<file path="src/rtl/hrf_pkg.sv">
package hrf_pkg;

  // One strobe per rule, raised when that rule is broken.
  typedef struct packed {
    logic verBad;
    logic hopBad;
    logic sizeBad;
    logic protoBad;
  } ruleHits_t;

endpackage

</file>
<file path="src/rtl/hrf_rule_eval.sv">
module hrf_rule_eval
  import hrf_pkg::*;
#(
  parameter int VER_W   = 4,
  parameter int HOP_W   = 8,
  parameter int LEN_W   = 16,
  parameter int MAX_LEN = 1500,
  parameter int MIN_HOP = 1,
  parameter int VER_A   = 4,
  parameter int VER_B   = 6
) (
  input  logic             isTcp,
  input  logic             isUdp,
  input  logic [VER_W-1:0] ipVer,
  input  logic [HOP_W-1:0] hopCount,
  input  logic [LEN_W-1:0] pktLen,
  output ruleHits_t        hits
);

  localparam int VER_N = 1 << VER_W;
  localparam logic [LEN_W-1:0] LEN_LIMIT = LEN_W'(MAX_LEN);
  localparam logic [HOP_W-1:0] HOP_FLOOR = HOP_W'(MIN_HOP);

  // Allowed-version mask, one bit per version code.
  logic [VER_N-1:0] verAllow;

  for (genvar v = 0; v < VER_N; v++) begin : g_verMask
    assign verAllow[v] = (v == VER_A) || (v == VER_B);
  end

  always_comb begin
    hits.verBad   = !verAllow[ipVer];
    hits.hopBad   = hopCount < HOP_FLOOR;
    hits.sizeBad  = pktLen > LEN_LIMIT;
    hits.protoBad = !(isTcp || isUdp);
  end

endmodule

</file>
<file path="src/rtl/hrf_decide.sv">
module hrf_decide
  import hrf_pkg::*;
#(
  parameter bit REG_OUT = 1'b1
) (
  input  logic      clk,
  input  logic      rstN,
  input  ruleHits_t hits,
  output logic      dropNow,
  output logic      dropQ
);

  assign dropNow = hits.verBad | hits.hopBad | hits.sizeBad | hits.protoBad;

  if (REG_OUT) begin : g_reg
    logic dropReg;
    always_ff @(posedge clk) begin
      if (!rstN) dropReg <= 1'b0;
      else       dropReg <= dropNow;
    end
    assign dropQ = dropReg;
  end else begin : g_noReg
    assign dropQ = 1'b0;
  end

endmodule

</file>
<file path="src/rtl/hdr_rule_filter.sv">
module hdr_rule_filter
  import hrf_pkg::*;
#(
  parameter int VER_W   = 4,
  parameter int HOP_W   = 8,
  parameter int LEN_W   = 16,
  parameter int MAX_LEN = 1500,
  parameter int MIN_HOP = 1,
  parameter int VER_A   = 4,
  parameter int VER_B   = 6,
  parameter bit REG_OUT = 1'b1
) (
  input  logic             clk,
  input  logic             rstN,
  input  logic             isTcp,
  input  logic             isUdp,
  input  logic [VER_W-1:0] ipVer,
  input  logic [HOP_W-1:0] hopCount,
  input  logic [LEN_W-1:0] pktLen,
  output logic             dropNow,
  output logic             dropQ,
  output logic             verBad,
  output logic             hopBad,
  output logic             sizeBad,
  output logic             protoBad
);

  ruleHits_t hits;

  hrf_rule_eval #(
    .VER_W(VER_W), .HOP_W(HOP_W), .LEN_W(LEN_W), .MAX_LEN(MAX_LEN),
    .MIN_HOP(MIN_HOP), .VER_A(VER_A), .VER_B(VER_B)
  ) u_eval (
    .isTcp(isTcp), .isUdp(isUdp), .ipVer(ipVer),
    .hopCount(hopCount), .pktLen(pktLen), .hits(hits)
  );

  hrf_decide #(.REG_OUT(REG_OUT)) u_decide (
    .clk(clk), .rstN(rstN), .hits(hits), .dropNow(dropNow), .dropQ(dropQ)
  );

  assign verBad   = hits.verBad;
  assign hopBad   = hits.hopBad;
  assign sizeBad  = hits.sizeBad;
  assign protoBad = hits.protoBad;

endmodule

</file>
<file path="config.mk">
export PLATFORM = sky130hd
export DESIGN_NAME = hdr_rule_filter
export DESIGN_NICKNAME = d
export VERILOG_FILES = /design/src/rtl/hrf_pkg.sv /design/src/rtl/hrf_rule_eval.sv /design/src/rtl/hrf_decide.sv /design/src/rtl/hdr_rule_filter.sv
export SDC_FILE = /design/constraint.sdc
export NUM_CORES = 1
export LEC_CHECK = 0
export BUFFER_PORTS_ARGS = -buffer_cell sky130_fd_sc_hd__buf_2
export CORE_AREA = 2 2 39 41
export DETAILED_ROUTE_END_ITERATION = 6
export DIE_AREA = 0 0 41 43
export SLEW_MARGIN = 5
export SYNTH_ARGS = -nofsm -noshare
export SYNTH_HDL_FRONTEND = slang
export SYNTH_SLANG_ARGS = --single-unit
export TNS_END_PERCENT = 30
</file>
<file path="constraint.sdc">
create_clock -name clk -period 3.3 [get_ports clk]
set_clock_uncertainty 0.05 [all_clocks]
set_input_delay 0.66 -clock clk [delete_from_list [all_inputs] [get_ports clk]]
set_output_delay 0.66 -clock clk [all_outputs]
set_load 0.1 [all_outputs]
</file>
==> results by group <==
Run status
  – Outcome: finished, final reports clean

STA
  – Period utilization: 0.8874
  – Slew Limit Headroom: 0.6784
  – Least-Margin Pin Slew: 485.7 ps
  – Fmax: 341.5 MHz
  – Final hold viol count: 0
  – Unrepaired setup endpoints after global routing: false
  – Count of final setup violators: 0
  – Max-slew violations: 0
  – Min Clock Period, post-route: 2929 ps
  – Setup TNS: 0 ps

Power and ir drop
  – IR drop worst, VDD: 0.03853 mV
  – Pwr Density: 153.4 nW/um^2
  – Leakage: 0.1897 nW

Worst hold path
  – Min-Delay Path Class: input pin to flop
  – Hold_sp: rstN
  – Hold Path Stages: 3
  – Hold Path Sink: u_decide.dropQ

Detailed routing
  – Pre-Repair DR Iteration Count: 2
  – DRC Markers: 0
  – Drt first-iter violations: 1
  – DR WL/cell: 7.459 um
  – Routed Antenna Nets: 0
  – Routed WL: 552 um
  – Via count: 306
  – Routed vias/inst: 4.135

GRT
  – Met1 usage: 0.05063
  – Global route overflow: 0
  – Gr busiest metal: met2
  – Initial antenna violation count: 0
  – Vias in the first global route: 262
  – First-pass GRT wire length: 779 um
  – Met3 usage: 0
  – Largest net degree at the start of global routing: 4
  – Met2 Usage GRT: 0.1313
  – Total GRT Usage: 0.05794

Critical path
  – Slowest CP cell: or4_1
  – CP startpoint: pktLen[5]
  – Crit-path cells: buf_2 > or3_1 > or4_1 > a211oi_2 > nand3_1 > buf_2
  – Critical path class: input pin to output pin
  – Most common cell on crit path: buf_2
  – Critical path depth in cells: 6
  – Critical path required time: 2590 ps
  – Top delay family on crit path: simple AND/OR/NAND/NOR gates
  – Slowest cell delay on critical path: 420 ps
  – CP Capture Type: output pin
  – CP startpoint kind: input pin
  – Critical path peak fanout: 3
  – Worst path arrival time: 2220 ps
  – Buf/Inv on CP: 2

Logic synthesis
  – Count leader, synth: inv_1
  – Netlist cell types: 15
  – Synth Register Bits: 1
  – Syn nets: 54
  – Yosys warning count: 0
  – Post-synth top area share: 0.1345
  – Top_reg_cell synth: dfxtp_1
  – Seq/Total Area, Yosys: 0.1345
  – Post-synth top area cell: dfxtp_1
  – Largest cells by area after synthesis: dfxtp_1 (13%), or4_1 (10%), a211oi_2 (8.4%)
  – Post-synthesis async set-or-reset flop share: 0
  – Synthesized cell area: 148.9 sq um
  – Syn Inst Count: 22
  – Syn avg cell area: 6.768 sq um
  – Post-synth EDFFs: 0

Clocking
  – Clock slew at reported path FFs: 0 ps
  – Post-CTS sizing: 0
  – Post-CTS Setup Inserts: 0
  – Hold-fix buffers, CTS: 0

Placement
  – Cells after DPL: 74
  – Gpl congestion: 0.6409
  – # port buffers: 36

Floorplan
  – I/O pin count: 38
  – Starting Density: 0.1076
  – Site Rows: 14
  – Die extent in x: 41 um
  – Die footprint: 1763 sq um
  – Core area: 1384 sq um
  – DIE HEIGHT: 43 um

Cells and area
  – Max reg flops: 1
  – FILL cells: 155
  – Ratio of cells with drive above 1 in the final layout: 0.7069
  – Multi-input logic area: 116.4 sq um
  – Non-filler cells, final: 74
  – Layout Nets: 92
  – Register area: 20.02 sq um
  – P&R area growth vs syn: 136.1%
  – Ant. Diodes: 0

Run
  – # Max-Cap Violations: 0
placed cells by master (no fill, tap or decap), drive strengths merged:
cell type and instances:
a211oi 1, a31oi 2, buf 36, dfxtp 1, inv 4, nand2 2, nand3 2, nand4b 1
nor2 2, nor4 2, o31ai 1, or3 1, or3b 1, or4 2
layer usage:
layer | up-vias | part of all wire
met2 | 25 | 0.46
met5 | - | 0
met1 | 125 | 0.36
met3 | 0 | 0.17
li1 | 156 | -
met4 | 0 | 0
final cells by class:
cell class              instances  area share
inverters                       4     0.04270
multi-input cells              17      0.3310
repair buffers                 36      0.5125
well taps                      16     0.05694
flip-flops and latches          1     0.05694
worst max path at each step:
stage | to | slack, ps
after floorplan | dropNow | 150
after global placement | dropNow | 360
after detailed placement | dropNow | 330
after global routing | dropNow | 280
final | dropNow | 370
after CTS | dropNow | 330
through the flow:
stage               setup slack [ps]  instance area [sq um]  hold slack (ps)  total power (W)  utilization
finish                         371.5                  351.6            829.5       0.00005395       0.2541
floorplan                      152.6                  151.4            719.3       0.00003384            -
global placement               364.7                  351.6            830.7       0.00005368       0.2541
detailed placement             334.7                  351.6            831.2       0.00005438       0.2541
global route                   276.5                  351.6            846.1       0.00005764       0.2541
CTS                            334.7                  351.6            832.3       0.00005442       0.2541
cell families after synthesis:
logic type	share of synthesized area
and+or+nand+nor	0.5462
AOI/OAI and AO/OA	0.2185
buffers and inverters	0.1008
DFF	0.1345
report_power, final:
part | switching, W | total (W) | internal, W
registers | 0.000000107 | 0.0000131 | 0.0000130
logic | 0.0000240 | 0.0000408 | 0.0000169
clock network | 0 | 0 | 0
total | 0.0000241 | 0.0000539 | 0.0000299
Power figures use the tool's default switching activity.
